`config.mk`:
```
export PLATFORM = sky130hd
export DESIGN_NAME = steer_resolver
export DESIGN_NICKNAME = d
export VERILOG_FILES = /design/src/rtl/steer_pkg.sv /design/src/rtl/steer_first_set.sv /design/src/rtl/steer_range_match.sv /design/src/rtl/steer_resolver.sv
export SDC_FILE = /design/constraint.sdc
export NUM_CORES = 1
export LEC_CHECK = 0
export BUFFER_PORTS_ARGS = -buffer_cell sky130_fd_sc_hd__buf_2
export CAP_MARGIN = 20
export CORE_UTILIZATION = 42
export DETAILED_ROUTE_END_ITERATION = 7
export PLACE_DENSITY_LB_ADDON = 0.12
export SYNTH_ARGS = -nofsm -noshare
export SYNTH_HDL_FRONTEND = slang
export SYNTH_SLANG_ARGS = --single-unit
```
`constraint.sdc`:
```
create_clock -name clk_i -period 0.95 [get_ports clk_i]
set_clock_uncertainty 0.05 [all_clocks]
set_input_delay 0.19 -clock clk_i [delete_from_list [all_inputs] [get_ports clk_i]]
set_output_delay 0.19 -clock clk_i [all_outputs]
set_load 0.01 [all_outputs]
```
`src/rtl/steer_pkg.sv`:
```
package steer_pkg;
  localparam int NUM_CLS = 5;

  typedef enum logic [2:0] {
    CLS_BANK    = 3'd0,
    CLS_SLICE   = 3'd1,
    CLS_NODE    = 3'd2,
    CLS_SUBUNIT = 3'd3,
    CLS_ZERO    = 3'd4,
    CLS_NONE    = 3'd7
  } steer_cls_e;
endpackage

```
`src/rtl/steer_first_set.sv`:
```
module steer_first_set #(
  parameter int W = 4,
  localparam int IW = (W > 1) ? $clog2(W) : 1
) (
  input  logic [W-1:0]  vec_i,
  output logic [IW-1:0] idx_o,
  output logic          none_o
);
  always_comb begin
    idx_o = '0;
    for (int k = W - 1; k >= 0; k--) begin
      if (vec_i[k]) idx_o = IW'(k);
    end
    none_o = ~|vec_i;
  end
endmodule

```
`src/rtl/steer_range_match.sv`:
```
module steer_range_match #(
  parameter int AW = 24,
  parameter int N  = 3,
  parameter logic [N*AW-1:0] LO = '0,
  parameter logic [N*AW-1:0] HI = '0
) (
  input  logic [AW-1:0] addr_i,
  output logic          hit_o
);
  logic [N-1:0] win_hit;

  // an unused slot is written with start > end and never matches
  for (genvar r = 0; r < N; r++) begin : g_win
    assign win_hit[r] = (addr_i >= LO[r*AW +: AW]) && (addr_i <= HI[r*AW +: AW]);
  end

  assign hit_o = |win_hit;
endmodule

```
`src/rtl/steer_resolver.sv`:
```
module steer_resolver
  import steer_pkg::*;
#(
  parameter int AW          = 24,
  parameter int RNG         = 3,
  parameter int FUSE_W      = 3,
  parameter int SLICE_W     = 4,
  parameter int SUB_W       = 6,
  parameter int SUB_PER_GRP = 4,
  parameter int GRP_W       = 4,
  parameter int INST_W      = 4,
  parameter int DEF_GROUP   = 2,
  parameter int DEF_INST    = 3,
  // slot index = class*RNG + slot, slot 0 in the lowest bits
  parameter logic [NUM_CLS*RNG*AW-1:0] RNG_LO = {
    24'h00B000, 24'h00C800, 24'h004000,
    24'hFFFFFF, 24'h009680, 24'h005200,
    24'hFFFFFF, 24'h00D800, 24'h00B000,
    24'hFFFFFF, 24'h00E900, 24'h00DD00,
    24'hFFFFFF, 24'hFFFFFF, 24'h00B100},
  parameter logic [NUM_CLS*RNG*AW-1:0] RNG_HI = {
    24'h00B3FF, 24'h00CFFF, 24'h004AFF,
    24'h000000, 24'h0096FF, 24'h0052FF,
    24'h000000, 24'h00D8FF, 24'h00B0FF,
    24'h000000, 24'h00FFFF, 24'h00DDFF,
    24'h000000, 24'h000000, 24'h00B3FF}
) (
  input  logic               clk_i,
  input  logic               rst_ni,
  input  logic               valid_i,
  input  logic [AW-1:0]      addr_i,
  input  logic [FUSE_W-1:0]  fuse_i,
  input  logic [SLICE_W-1:0] slice_i,
  input  logic [SUB_W-1:0]   sub_idx_i,
  output logic               valid_o,
  output logic [GRP_W-1:0]   group_o,
  output logic [INST_W-1:0]  inst_o,
  output logic               hit_o,
  output logic [2:0]         class_o,
  output logic               err_o
);
  localparam int BANK_W  = 2 * FUSE_W;
  localparam int BIDX_W  = (BANK_W > 1) ? $clog2(BANK_W) : 1;
  localparam int SIDX_W  = (SLICE_W > 1) ? $clog2(SLICE_W) : 1;
  localparam int TBL_W   = RNG * AW;
  localparam logic [SUB_W-1:0] PER_GRP = SUB_W'(SUB_PER_GRP);

  logic [NUM_CLS-1:0] cls_hit;
  logic [BANK_W-1:0]  bank_mask;
  logic [BIDX_W-1:0]  bank_idx;
  logic               bank_none;
  logic [SIDX_W-1:0]  slice_idx;
  logic               slice_none;

  steer_cls_e         sel;
  logic [GRP_W-1:0]   nxt_grp;
  logic [INST_W-1:0]  nxt_inst;
  logic               nxt_err;

  for (genvar c = 0; c < NUM_CLS; c++) begin : g_cls
    steer_range_match #(
      .AW (AW),
      .N  (RNG),
      .LO (RNG_LO[c*TBL_W +: TBL_W]),
      .HI (RNG_HI[c*TBL_W +: TBL_W])
    ) u_match (
      .addr_i (addr_i),
      .hit_o  (cls_hit[c])
    );
  end

  // one fuse bit enables a pair of banks
  for (genvar f = 0; f < FUSE_W; f++) begin : g_bank
    assign bank_mask[2*f +: 2] = {2{fuse_i[f]}};
  end

  steer_first_set #(.W(BANK_W)) u_bank_ffs (
    .vec_i  (bank_mask),
    .idx_o  (bank_idx),
    .none_o (bank_none)
  );

  steer_first_set #(.W(SLICE_W)) u_slice_ffs (
    .vec_i  (slice_i),
    .idx_o  (slice_idx),
    .none_o (slice_none)
  );

  // lowest class code wins
  always_comb begin
    sel = CLS_NONE;
    for (int c = NUM_CLS - 1; c >= 0; c--) begin
      if (cls_hit[c]) sel = steer_cls_e'(3'(c));
    end
  end

  always_comb begin
    nxt_grp  = '0;
    nxt_inst = '0;
    nxt_err  = 1'b0;
    unique case (sel)
      CLS_BANK: begin
        if (bank_none) nxt_err = 1'b1;
        else           nxt_inst = INST_W'(bank_idx);
      end
      CLS_SLICE: begin
        if (slice_none) nxt_err = 1'b1;
        else            nxt_grp = GRP_W'(slice_idx);
      end
      CLS_NODE: begin
        if (slice_none) nxt_err = 1'b1;
        else            nxt_grp = GRP_W'({slice_idx, 1'b0});
      end
      CLS_SUBUNIT: begin
        nxt_grp  = GRP_W'(sub_idx_i / PER_GRP);
        nxt_inst = INST_W'(sub_idx_i % PER_GRP);
      end
      CLS_ZERO: ;
      default: begin
        nxt_grp  = GRP_W'(DEF_GROUP);
        nxt_inst = INST_W'(DEF_INST);
      end
    endcase
  end

  always_ff @(posedge clk_i or negedge rst_ni) begin
    if (!rst_ni) begin
      valid_o <= 1'b0;
      group_o <= '0;
      inst_o  <= '0;
      hit_o   <= 1'b0;
      class_o <= CLS_NONE;
      err_o   <= 1'b0;
    end else begin
      valid_o <= valid_i;
      if (valid_i) begin
        group_o <= nxt_grp;
        inst_o  <= nxt_inst;
        hit_o   <= (sel != CLS_NONE);
        class_o <= sel;
        err_o   <= nxt_err;
      end
    end
  end
endmodule

```
# == Word-level counts from Yosys, hierarchy flattened ==
# Index checks and enable logic that the tools add are counted.
# op_classes
n_reduce_logical,22
eq_ne,5
muxes,20
magnitude_cmp,20
# ops
op,count
$ge 24x16->1 const B,7
$le 24x16->1 const B,7
$ge 24x15->1 const B,2
$le 24x15->1 const B,2
$mux 3,9
$ge 24x24->1 const B,1
$le 24x1->1 const B,1
$reduce_or 3->1,6
$pmux 4 s4,1
$mux 2,6
$logic_and 1x1->1,11
$pmux 3 s3,1
$eq 3x2->1 const B,2
$reduce_or 2->1,3
$reduce_or 4->1,1
$eq 3x1->1 const B,1
$eq 3x3->1 const B,1
$logic_not 3->1,1
$ne 3x3->1 const B,1
$mux 1,2
$pmux 1 s2,1
# word_totals
reg_bits,14
wordCells,73
output_inout_bits,14
inputBits,40

# == Longest topological paths before layout ==
# logic_depth
word_depth,11
depth_mapped,6
depth_no_buf,5

# == Modules after synthesis ==
# From an unflattened synthesis, not the netlist that was laid out.
# unflattened
cells_unflattened,122
hier_area_um2,1056.0
# modules_own_cells
mod,cells_each,seq_area_each_um2,area_per_inst_um2,instances
steer_resolver,62,329.1,630.6,1
steer_range_match at g_cls[3].u_match,12,0.0,96.3,1
steer_range_match at g_cls[1].u_match,8,0.0,67.6,1
steer_range_match at g_cls[2].u_match,8,0.0,66.3,1
steer_range_match at g_cls[4].u_match,10,0.0,61.3,1
steer_first_set at u_bank_ffs,10,0.0,60.1,1
steer_range_match at g_cls[0].u_match,6,0.0,37.5,1
steer_first_set at u_slice_ffs,6,0.0,36.3,1

# == Least setup slack after synthesis ==
# Ideal clock, no wire load.
# synth_path
path_kind,input to register
start,input port addr_i[12]
end,register inst_o[1]
path_stages,6
arrival_ns,1.336
slack_ns,-0.518
n_path_buf,1
setup_time_ns,0.082
t_required_ns,0.818
cell_sequence,clkbuf_2 -> o2111ai_1 -> o21ai_0 -> nand2_1 -> or4b_1 -> a31oi_1
# synth_via
elab_chain_len,11
elab_cells_between_ends,48
classes_between,order compare: 20; eq/ne: 4; mux: 6; reduce/logical: 18
# synth_lines
element,line,text
start: declaration,steer_resolver.sv:31,"input logic [AW-1:0] addr_i,"
$ge 24x15->1 (tied with other cells),steer_range_match.sv:14,assign win_hit[r] = (addr_i >= LO[r*AW +: AW]) && (addr_i <= HI[r*AW +: AW]);
$logic_and 1x1->1,steer_range_match.sv:14,
$reduce_or 3->1,steer_range_match.sv:17,assign hit_o = |win_hit;
$mux 2,steer_resolver.sv:93,if (cls_hit[c]) sel = steer_cls_e'(3'(c));
$mux 3 (3 in a row),steer_resolver.sv:93,
$mux 3 (*),steer_resolver.sv:93,
$eq 3x2->1 (tied with other cells),steer_resolver.sv:101,unique case (sel)
$reduce_or 3->1 (no source line),--,
$pmux 3 s3 (*),steer_resolver.sv:101,
end signal: assignment,steer_resolver.sv:138,inst_o <= nxt_inst;
end: declaration,steer_resolver.sv:37,"output logic [INST_W-1:0] inst_o,"
# Every way passes the cells marked *; elsewhere a longest branch is shown, timed or not.
# A chain may end at the register's enable or synchronous reset.

# == Worst setup path in the final report ==
# layout_path
start,input port addr_i[15]
end,register inst_o[1]
# The elaborated chain is that of the path after synthesis.

==> impl_metrics.ini <==
[logic_synthesis]
ys_ff_latch = 13
synth_area_leaders = dfrtp_1, dfstp_2, nor2_1
synth_edf_count = 0
ys_seq_area_frac = 0.373
avgSynthCellArea_um2 = 8.17
synthMostInstantiatedCell = nor2_1
postSynthCellCount = 108
synth.top_cell.area_share = 0.284
synth_top_flop_cell = dfrtp_1
synthArstFlopShare = 1.00
yosys.area.top_type = dfrtp_1
yosys-top-cells-count = nor2_1, dfrtp_1, a21oi_1
syn_area_um2 = 882
mappedNetlistNets = 148
ys_warn_count = 0
ys_types = 39

[setup_path]
crit_family = simple AND/OR/NAND/NOR gates
critPathMaxStageDelay_ns = 0.48
required_ns = 1.11
worstPathBufferInverterCount = 1
worstSetupEndpointType = flop
cp.arrival_ns = 1.54
cpMaxStageDelayCell = or4b_1
criticalPathCategory = in2reg
path_cells = buf_8 -> nand2b_4 -> o211ai_1 -> nand3_2 -> or4b_1 -> a31oi_1
worstPathMaxFanout = 7
cp-start-kind = input pin

[pwr]
p_clk_frac = 0.261
vdd_drop_max_mv = 0.985
comb_power_share = 0.313
p_leak_uw = 0.000781
switchingPower_uw = 402
total_power_uw = 1340
power.internal_uw = 941
swShare = 0.299
p_per_area_nw_per_um2 = 781
p_seq_frac = 0.426

[sta]
setup_viol = 25
rsz0062_at_grt = yes
hold_viol = 0
tns_ns = -5.40
period_minus_slack_ns = 1.38
drv_slew = 0
layout_setup_ws_ns = -0.432
post-route-period-util = 1.46
max_freq_ghz = 0.723

[cts]
cts-root-buf = clkbuf_4
numCtsBuffers = 3
cts_sinks = 13
clock_latency_ns = 0.28
cts_tree = yes
cts.clk_slew.worst_paths_ns = 0.08
cts_buffer_depth = 2
cts.htree.levels = 1

[die]
core_area_um2 = 1960
fp.dieH_um = 47.8
die_width_um = 47.8
initial_core_util = 0.450
ios = 54
dieArea_um2 = 2290
rows = 16

[global_route]
grt_max_degree = 14
track_usage = 0.305
grt_pass1_vias = 1049
busiest_layer = met2
gr-total-overflow = 0
grt_pass1_wl_um = 4750
use_met2 = 0.524
use_met3 = 0.0792
grtUsageMet1 = 0.368
antenna_found_initial = 0

[layout]
drive_gt1_frac = 0.602
layoutNonFillerInstCount = 218
nets = 232
syn_to_final_growth_pct = 95.0
diodes = 0

[place]
port_buffers = 52
dp.cells = 202
dpl.hpwl_um = 2170
place_congestion = 0.814

[drt]
routedWlPerCell_um = 17.5
drt-total-wl_um = 3820
vias_per_cell = 5.87
ant_nets = 0
drcViolationCount = 0
num_vias = 1279
drtPass1Iterations = 4
first_iter_violations = 74

[job]
cap_violations = 0

[min_path]
hold_path.class = in2reg

[run_status]
outcome = finished, violations left
violations = setup timing
-- through the flow --
stage	setup slack [ns]	instance area [µm²]	hold slack, ns	util
after detailed placement	-0.684	1360	0.0475	0.695
after global routing	-0.468	1720	0.117	0.877
after CTS	-0.352	1630	0.0882	0.833
final	-0.432	1720	0.119	0.877
after floorplan	-0.434	971	-0.156	-
after global placement	-0.612	1360	0.0345	0.695
-- registers in the layout, indices dropped and copies added (netlist names) --
signal,cells
class_o,3
err_o,1
group_o,4
hit_o,1
inst_o,3
valid_o,1
-- power by group through the flow --
stage	clock [µW]	sequential (µW)	combinational (µW)
2_1_floorplan	0	588	109
6_report	350	572	420
5_1_grt	379	574	445
4_1_cts	368	572	379
3_3_place_gp	0	581	291
3_5_place_dp	0	582	300
-- cell families (layout without fill, tap and decap cells) --
family / after synthesis / after routing / share of synthesized area
AOI/OAI and AO/OA: 29 / 29 / 0.230
buffers and inverters: 9 / 92 / 0.0440
DFF: 13 / 13 / 0.373
other: 1 / 1 / 0.00425
and+or+nand+nor: 56 / 56 / 0.349
-- repair_timing --
action / in CTS / in global routing
endpoints found under the setup margin: 25 / 25
hold buffers: 1 / 0
setup buffers: 8 / 3
resized for setup: 39 / 17
pin swaps: 11 / 14
endpoints found under the hold margin: 13 / 0
-- per-layer routing --
layer	up-vias	wire length (µm)
li1	574	-
met1	591	1410
met2	97	1920
met3	17	344
met4	0	151
met5	-	0
-- worst min-delay path, delay by kind of cell --
family | cells | cell delay (ns)
buffers and inverters | 1 | 0.11
AND/OR/NAND/NOR | 1 | 0.07
AO/OA/AOI/OAI | 1 | 0.05
-- layout make-up --
cell class	instances	area [µm²]
Multi-Input combinational cell	86	708
Fill cell	111	241
Sequential cell	13	329
Tap cell	27	33.8
Clock buffer	4	26.3
Timing Repair Buffer	82	601
Inverter	6	22.5
-- placed cells by master (no fill, tap or decap), types with 2 or more instances in the layout --
cell / n
buf_2: 36
buf_4: 29
nor2_1: 16
buf_6: 14
dfrtp_1: 10
a21oi_1: 5
nand4_1: 4
inv_1: 4
nand2_1: 4
nor2b_1: 3
nand3_2: 3
o21ai_1: 3
nor4_4: 3
dfstp_2: 3
clkbuf_4: 3
nor3b_2: 2
nand3b_1: 2
a21o_1: 2
a21boi_1: 2
nor2_4: 2
o21ai_2: 2
nor3_4: 2
a221oi_2: 2
a31oi_1: 2
-- worst paths after layout --
path / start / end / slack (ns) / cells past startpoint
setup reg to reg: hit_o / hit_o / 0.06 / 2
hold reg to reg: class_o[0] / class_o[0] / 0.46 / 2
hold / removal: sub_idx_i[5] / group_o[3] / 0.12 / 3
setup / recovery: addr_i[15] / inst_o[1] / -0.43 / 6
min in group asynchronous: rst_ni / inst_o[1] / 0.26 / 2
max in group asynchronous: rst_ni / class_o[1] / 0.32 / 2
No activity file was read; power rests on OpenSTA's default activity.
